===== config.mk =====
export PLATFORM = sky130hd
export DESIGN_NAME = dual_reload_timer
export DESIGN_NICKNAME = d
export VERILOG_FILES = /design/src/rtl/tmr_pkg.sv /design/src/rtl/tmr_prescaler.sv /design/src/rtl/tmr_evt_filter.sv /design/src/rtl/tmr_reload_counter.sv /design/src/rtl/dual_reload_timer.sv
export SDC_FILE = /design/constraint.sdc
export NUM_CORES = 1
export LEC_CHECK = 0
export ABC_AREA = 1
export BUFFER_PORTS_ARGS = -buffer_cell sky130_fd_sc_hd__buf_2
export CAP_MARGIN = 20
export CORE_UTILIZATION = 31
export CTS_CLUSTER_DIAMETER = 200
export DETAILED_ROUTE_END_ITERATION = 8
export PLACE_DENSITY = 0.61
export SYNTH_ARGS = -nofsm -noshare
export SYNTH_HDL_FRONTEND = slang
export SYNTH_SLANG_ARGS = --single-unit

===== constraint.sdc =====
create_clock -name clk -period 2.4 [get_ports clk]
set_input_delay 0.12 -clock clk [delete_from_list [all_inputs] [get_ports clk]]
set_output_delay 0.12 -clock clk [all_outputs]
set_load 0.01 [all_outputs]

===== src/rtl/tmr_pkg.sv =====
package tmr_pkg;
    localparam int CNT_W  = 8;
    localparam int PSEL_W = 4;
    localparam int DIV_W  = (1 << PSEL_W) - 1;
    localparam int N_HALF = 2;

    typedef struct packed {
        logic              run;
        logic              evt;
        logic              filt;
        logic [PSEL_W-1:0] psel;
    } half_cfg_t;

    function automatic logic prescale_hit(input logic [DIV_W-1:0] div,
                                          input logic [PSEL_W-1:0] sel);
        logic [DIV_W-1:0] mask;
        mask = ~({DIV_W{1'b1}} << sel);
        return (div & mask) == mask;
    endfunction
endpackage


===== src/rtl/tmr_prescaler.sv =====
module tmr_prescaler
    import tmr_pkg::*;
#(
    parameter int N = N_HALF
) (
    input  logic              clk,
    input  logic              rst,
    input  logic [PSEL_W-1:0] sel [N],
    output logic [N-1:0]      tick
);
    logic [DIV_W-1:0] div_q;

    always_ff @(posedge clk) begin
        if (rst) div_q <= '0;
        else     div_q <= div_q + 1'b1;
    end

    for (genvar i = 0; i < N; i++) begin : g_tap
        assign tick[i] = prescale_hit(div_q, sel[i]);
    end
endmodule


===== src/rtl/tmr_evt_filter.sv =====
module tmr_evt_filter (
    input  logic clk,
    input  logic rst,
    input  logic pin,
    input  logic filt_en,
    output logic rise
);
    logic s1_q, s2_q, s3_q, filt_q, prev_q;
    logic lvl;

    assign lvl  = filt_en ? filt_q : s2_q;
    assign rise = lvl & ~prev_q;

    always_ff @(posedge clk) begin
        if (rst) begin
            s1_q   <= 1'b0;
            s2_q   <= 1'b0;
            s3_q   <= 1'b0;
            filt_q <= 1'b0;
            prev_q <= 1'b0;
        end else begin
            s1_q   <= pin;
            s2_q   <= s1_q;
            s3_q   <= s2_q;
            if (s2_q == s3_q) filt_q <= s2_q;
            prev_q <= lvl;
        end
    end
endmodule


===== src/rtl/tmr_reload_counter.sv =====
module tmr_reload_counter
    import tmr_pkg::*;
(
    input  logic             clk,
    input  logic             rst,
    input  logic             tick,
    input  logic             run,
    input  logic             load,
    input  logic [CNT_W-1:0] reload,
    output logic [CNT_W-1:0] cnt,
    output logic             uf
);
    logic step;
    assign step = run & tick;

    always_ff @(posedge clk) begin
        if (rst) begin
            cnt <= '0;
            uf  <= 1'b0;
        end else if (load) begin
            cnt <= reload;
            uf  <= 1'b0;
        end else begin
            uf <= step && (cnt == '0);
            if (step) cnt <= (cnt == '0) ? reload : cnt - 1'b1;
        end
    end
endmodule


===== src/rtl/dual_reload_timer.sv =====
module dual_reload_timer
    import tmr_pkg::*;
(
    input  logic              clk,
    input  logic              rst,
    input  logic              chain16,
    input  logic [1:0]        run,
    input  logic [1:0]        src_evt,
    input  logic [1:0]        filt_en,
    input  logic [PSEL_W-1:0] psel_lo,
    input  logic [PSEL_W-1:0] psel_hi,
    input  logic [1:0]        load,
    input  logic [CNT_W-1:0]  reload_lo,
    input  logic [CNT_W-1:0]  reload_hi,
    input  logic              pwm_on,
    input  logic [CNT_W-1:0]  pwm_cmp,
    input  logic [1:0]        evt_pin,
    input  logic              out_en,
    input  logic              port_dir,
    input  logic              port_dat,
    output logic [CNT_W-1:0]  cnt_lo,
    output logic [CNT_W-1:0]  cnt_hi,
    output logic [1:0]        uflow,
    output logic              tmr_out,
    output logic              pin_out,
    output logic              pin_oe
);
    half_cfg_t         raw [N_HALF];
    half_cfg_t         eff [N_HALF];
    logic [PSEL_W-1:0] sel [N_HALF];
    logic [CNT_W-1:0]  rl  [N_HALF];
    logic [CNT_W-1:0]  cv  [N_HALF];
    logic [N_HALF-1:0] pre_tick, edge_w, cnt_tick, uf_w;
    logic              out_q;

    always_comb begin
        raw[0] = '{run: run[0], evt: src_evt[0], filt: filt_en[0], psel: psel_lo};
        raw[1] = '{run: run[1], evt: src_evt[1], filt: filt_en[1], psel: psel_hi};
        eff[0] = raw[0];
        eff[1] = chain16 ? raw[0] : raw[1];
        rl[0]  = reload_lo;
        rl[1]  = reload_hi;
    end

    for (genvar i = 0; i < N_HALF; i++) begin : g_sel
        assign sel[i] = eff[i].psel;
    end

    tmr_prescaler #(.N(N_HALF)) u_pre (
        .clk (clk),
        .rst (rst),
        .sel (sel),
        .tick(pre_tick)
    );

    for (genvar i = 0; i < N_HALF; i++) begin : g_half
        logic src_tick;

        tmr_evt_filter u_filt (
            .clk    (clk),
            .rst    (rst),
            .pin    (evt_pin[i]),
            .filt_en(raw[i].filt),
            .rise   (edge_w[i])
        );

        assign src_tick = eff[i].evt ? edge_w[i] : pre_tick[i];

        if (i == 0) begin : g_base
            assign cnt_tick[i] = src_tick;
        end else begin : g_casc
            assign cnt_tick[i] = chain16 ? uf_w[i-1] : src_tick;
        end

        tmr_reload_counter u_cnt (
            .clk   (clk),
            .rst   (rst),
            .tick  (cnt_tick[i]),
            .run   (eff[i].run),
            .load  (load[i]),
            .reload(rl[i]),
            .cnt   (cv[i]),
            .uf    (uf_w[i])
        );
    end

    always_ff @(posedge clk) begin
        if (rst)         out_q <= 1'b0;
        else if (pwm_on) out_q <= (cv[1] < pwm_cmp);
        else if (uf_w[1]) out_q <= ~out_q;
    end

    assign cnt_lo  = cv[0];
    assign cnt_hi  = cv[1];
    assign uflow   = uf_w;
    assign tmr_out = out_q;
    assign pin_out = out_en ? out_q : port_dat;
    assign pin_oe  = out_en | port_dir;
endmodule


# ---- Word level (Yosys, flattened, before mapping)
# Cells that the tools add are included.
dict set report op_classes {
  magnitude_cmp 1
  n_reduce_logical 9
  shifts 2
  eq_ne 4
  n_bitwise 12
  addsub 3
  n_mux 15
}
# op count
set ops {}
lappend ops {{$mux W8} 6}
lappend ops {{$and A15 B15 Y15} 2}
lappend ops {{$eq A15 B15 Y1} 2}
lappend ops {{$not A15 Y15} 2}
lappend ops {{$shl A15 B4 Y15 const A} 2}
lappend ops {{$logic_not A8 Y1} 2}
lappend ops {{$sub A8 B1 Y8 const B} 2}
lappend ops {{$add A15 B1 Y15 const B} 1}
lappend ops {{$lt A8 B8 Y1} 1}
lappend ops {{$mux W1} 8}
lappend ops {{$mux W7} 1}
lappend ops {{$reduce_bool A2 Y1} 3}
lappend ops {{$and A1 B1 Y1} 4}
lappend ops {{$reduce_or A2 Y1} 2}
lappend ops {{$not A1 Y1} 3}
lappend ops {{$eq A1 B1 Y1} 2}
lappend ops {{$logic_and A1 B1 Y1} 2}
lappend ops {{$or A1 B1 Y1} 1}
dict set report totals {
  ff_bits 44
  output_inout_bits 21
  inputBits 49
}

# ---- Depth between registers and ports, before layout
dict set report depth {
  word_depth 10
  mapped_depth 18
}

# ---- By module
# From an unflattened synthesis, not the netlist that was laid out.
dict set report hier_totals {
  cells_unflattened 488
  area_unflattened_um2 2992.9
}
# module instances area_each_um2 cells_each
set modules_own_cells {}
lappend modules_own_cells {tmr_reload_counter 2 606.8 94}
lappend modules_own_cells {tmr_prescaler 1 1099.8 195}
lappend modules_own_cells {dual_reload_timer 1 349.1 63}
lappend modules_own_cells {tmr_evt_filter 2 165.2 21}

# ---- Worst setup path before layout
# OpenSTA, ideal clock, no wires.
dict set report synth_timing {
  kind {register to register}
  from {register u_pre.div_q[1]}
  to {register u_pre.div_q[14]}
  synth_period_minus_slack_ns 1.574
  path_stages_with_launch 12
  arrival_time_ns 1.505
  setup_slack_ns 0.826
  setup_ns 0.070
  path_cell_list {dfxtp_1 -> ha_1 -> nand2_1 -> nor2_1 -> nand2_1 -> nor2_1 -> nand3_1 -> nor2_1 -> nand2_1 -> nor2_1 -> o21ai_0 -> a21oi_1}
}
dict set report synth_via {
  elab_chain_len 1
}
# item line
set synth_rtl {}
lappend synth_rtl {{from (decl)} tmr_prescaler.sv:11} ;# logic [DIV_W-1:0] div_q;
lappend synth_rtl {{from (signal assigned)} tmr_prescaler.sv:15} ;# else div_q <= div_q + 1'b1;
lappend synth_rtl {{$add A15 B1 Y15} tmr_prescaler.sv:15}
# Every way passes these cells.
# A chain may end at the register's enable or synchronous reset.

# ---- Worst setup path in the final report
# Ends and elaborated chain as after synthesis.

==> results.toml <==
[logic_synthesis]
yosysTopAreaCellShare_pct = 30.9
synthTopCellsByCount = "nand2_1 (114), nor2_1 (79), inv_1 (63)"
synth.ff_latch_count = 44
yosysUniqueCellTypes = 33
ys_seq_area_share_pct = 30.9
avgSynthCellArea_um2 = 6.27
netlist_instances = 454
netlist_area_um2 = 2850
synth_edf_count = 0
synth_ff_type = "dfxtp_1"
synthTopCellsByArea = "dfxtp_1 (31%), nand2_1 (15%), nor2_1 (10%), inv_1 (8.3%), ha_1 (5.3%)"
async_flop_share_pct = 0
ys_warn_count = 0
syn-num-nets = 515
post-synth-top-area-cell = "dfxtp_1"
yosysMostFrequentCell = "nand2_1"

[timing]
rsz0062_at_grt = "no"
relSlewSlack_pct = 71.2
hold_violations = 0
fin_crit_sh_pct = 77.1
setup_viol = 0
max_freq_mhz = 540
period_minus_slack_ns = 1.85
slew_viol_final = 0
worst_pin_slew_ns = 0.431
finClkSkew_ns = 0.00747
finalSetupTns_ns = 0

[global_route]
grt_first_pass_wirelength_um = 11700
first_global_vias = 2709
antenna_found_initial = 0
grt_start_max_net_pins = 24
grt-ovfl-total = 0
grt_usage_pct = 14.8

[placement]
routabilityCongestion = 0.961
port_buffers = 69
place_hpwl_um = 5340

[critical_path]
cp_top_family = "simple AND/OR/NAND/NOR gates"
reg2reg_slack_ns = 0.55
end_kind = "flop"
crit_buf_inv = 0
crit_fanout = 5
crit_arrival_ns = 2.10
critPathMostFrequentCell = "nor2_1"
path_depth = 11
required_ns = 2.65
r2r-end = "u_pre.div_q[14]"
worstSetupPathType = "reg -> reg"
r2r-start = "u_pre.div_q[1]"
cp_cell_sequence = "ha_1 > nand2_1 > nor2_1 > nand2_1 > nor2_1 > nand3_1 > nor2_1 > nand2_1 > nor2_1 > o21ai_0 > a21oi_1"
rr_worst_depth = 11
crit_slowest_cell = "dfxtp_1"
worst_setup_path_start_kind = "flop"
critPathMaxStageDelay_ns = 0.42

[die]
io_pins = 70
rows = 34
die_area_um2 = 9570
chipWidth_um = 97.8
die_y_um = 97.8
core_area_um2 = 8810
start_util_pct = 32.3

[status]
status = "finished with violations"
violations = "design-rule violations"

[pwr]
power.switching_mw = 0.612
clockPowerShare_pct = 31.8
intPower_mw = 1.29
peakVddDrop_mv = 0.320
seqPwrFrac_pct = 43.0
leakage_nw = 1.76
combinationalPowerShare_pct = 25.2
p_sw_share_pct = 32.2
power.density_nw_per_um2 = 556

[drt]
drt.antenna.violating_nets = 0
drt_iter0_markers = 144
wl_per_cell_um = 10.8
num_vias = 2913
drt-pass1-iter-count = 6
drc = 8
wirelength_um = 6830
vias_per_cell = 4.60

[min_path]
worstHoldPathType = "in -> reg"
hold_depth = 2
hold_start = "load[0]"
whs_endpoint = "g_half[0].u_cnt.uf"

[clock_network]
clock_path_buffers = 2
clk_latency_ns = 0.31
cts_max_level = 2
clock-root-buffer = "clkbuf_8"
cts_sinks = 44
cts_made_buffers = 5
clk_pin_slew_worst_paths_ns = 0.09
cts_tree = "built"
cts_resized = 0

[layout]
n_antenna_cell = 0
final_core_util_pct = 38.8
nNetsFinal = 585
drive_above_1_share_pct = 18.7
area_delta_synth_final_pct = 20.0

[flow_run]
maxCapViolCount = 0
==> timing repair <==
action	in CTS	in global routing
hold buffers	2	1
buffers inserted	0	0
hold endpoints to repair	2	1
==> flip-flops by register name (all words and copies together), names as in the netlist, 2 cells and up <==
register	flops
g_half.u_cnt.cnt	16
u_pre.div_q	15
g_half.u_cnt.uf	2
g_half.u_filt.filt_q	2
g_half.u_filt.prev_q	2
g_half.u_filt.s1_q	2
g_half.u_filt.s2_q	2
g_half.u_filt.s3_q	2
==> area by class of cell <==
class,count,area [µm²]
flip-flops and latches,44,881
clock buffers,5,68.8
multi-input cells,335,1660
well taps,108,135
clock inverters,3,46.3
fillers,920,5390
inverters,65,244
repair buffers,73,383
==> worst max path at each step <==
stage | from | to | slack, ns
3_3_place_gp | g_half[1].u_cnt.cnt[0] | g_half[1].u_cnt.cnt[5] | 0.58
3_5_place_dp | g_half[1].u_cnt.cnt[0] | g_half[1].u_cnt.cnt[5] | 0.55
5_1_grt | u_pre.div_q[1] | u_pre.div_q[14] | 0.26
6_report | u_pre.div_q[1] | u_pre.div_q[14] | 0.55
4_1_cts | g_half[1].u_cnt.cnt[0] | g_half[1].u_cnt.cnt[5] | 0.54
2_1_floorplan | u_pre.div_q[1] | u_pre.div_q[14] | 0.83
==> per-layer routing <==
| metal | GRT usage, % | vias up | part of all wire, % |
|---|---|---|---|
| met5 | 0 | - | 0 |
| met4 | 4.43 | 0 | 1.0 |
| met3 | 2.65 | 7 | 4.6 |
| met2 | 25.5 | 72 | 45 |
| met1 | 18.8 | 1271 | 49 |
| li1 | - | 1563 | - |
==> kinds of logic after synthesis <==
kind of cell             count (synthesis)  share of synthesized area [%]
flip-flops                              44                           30.9
AND/OR/NAND/NOR                        246                           36.9
buffers and inverters                   75                           10.9
adder cells (fa/ha/maj)                 12                           5.27
AO/OA/AOI/OAI                           64                           11.9
multiplexers                             2                          0.791
XOR/XNOR                                11                           3.38
==> worst register-to-register path, cell delays in order, from the launching register on <==
cell and delay [ns]:
dfxtp_1 0.42, ha_1 0.20, nand2_1 0.07, nor2_1 0.17, nand2_1 0.12, nor2_1 0.17
nand3_1 0.11, nor2_1 0.13, nand2_1 0.08, nor2_1 0.12, o21ai_0 0.08, a21oi_1 0.12
==> placed cells by master (no fill, tap or decap), drive strengths merged <==
| cell | count |
|---|---|
| nor3 | 9 |
| nor4 | 2 |
| nand3b | 3 |
| bufinv | 1 |
| a31oi | 2 |
| o21bai | 1 |
| clkinvlp | 1 |
| clkinv | 1 |
| inv | 65 |
| nand3 | 15 |
| dfxtp | 44 |
| buf | 70 |
| xor2 | 7 |
| nand4 | 8 |
| clkbuf | 5 |
| o21ai | 32 |
| o211ai | 2 |
| a21oi | 24 |
| mux2 | 2 |
| nor2 | 79 |
| a22oi | 1 |
| xnor2 | 4 |
| dlygate4sd3 | 3 |
| or2 | 1 |
| ha | 12 |
| nand2 | 129 |
| o21a | 1 |
| a21boi | 1 |
==> stage by stage <==
step	total power, mW	setup WS (ns)	instance area, µm²	hold slack (ns)	instances
final	1.90	0.549	3410	0.00656	633
after global routing	2.02	0.256	3410	0.00265	633
after CTS	1.91	0.542	3400	0.00250	632
after detailed placement	1.31	0.554	3270	0.318	622
after global placement	1.30	0.578	3270	0.310	622
after floorplan	1.17	0.826	2850	0.198	454
==> power by group through the flow <==
| stage | Combinational, mW | Sequential [mW] | Clock [mW] |
|---|---|---|---|
| floorplan | 0.330 | 0.837 | 0 |
| global placement | 0.472 | 0.832 | 0 |
| finish | 0.479 | 0.816 | 0.603 |
| detailed placement | 0.476 | 0.833 | 0 |
| CTS | 0.482 | 0.816 | 0.612 |
| global route | 0.552 | 0.823 | 0.642 |
No activity file was read; power rests on OpenSTA's default activity.
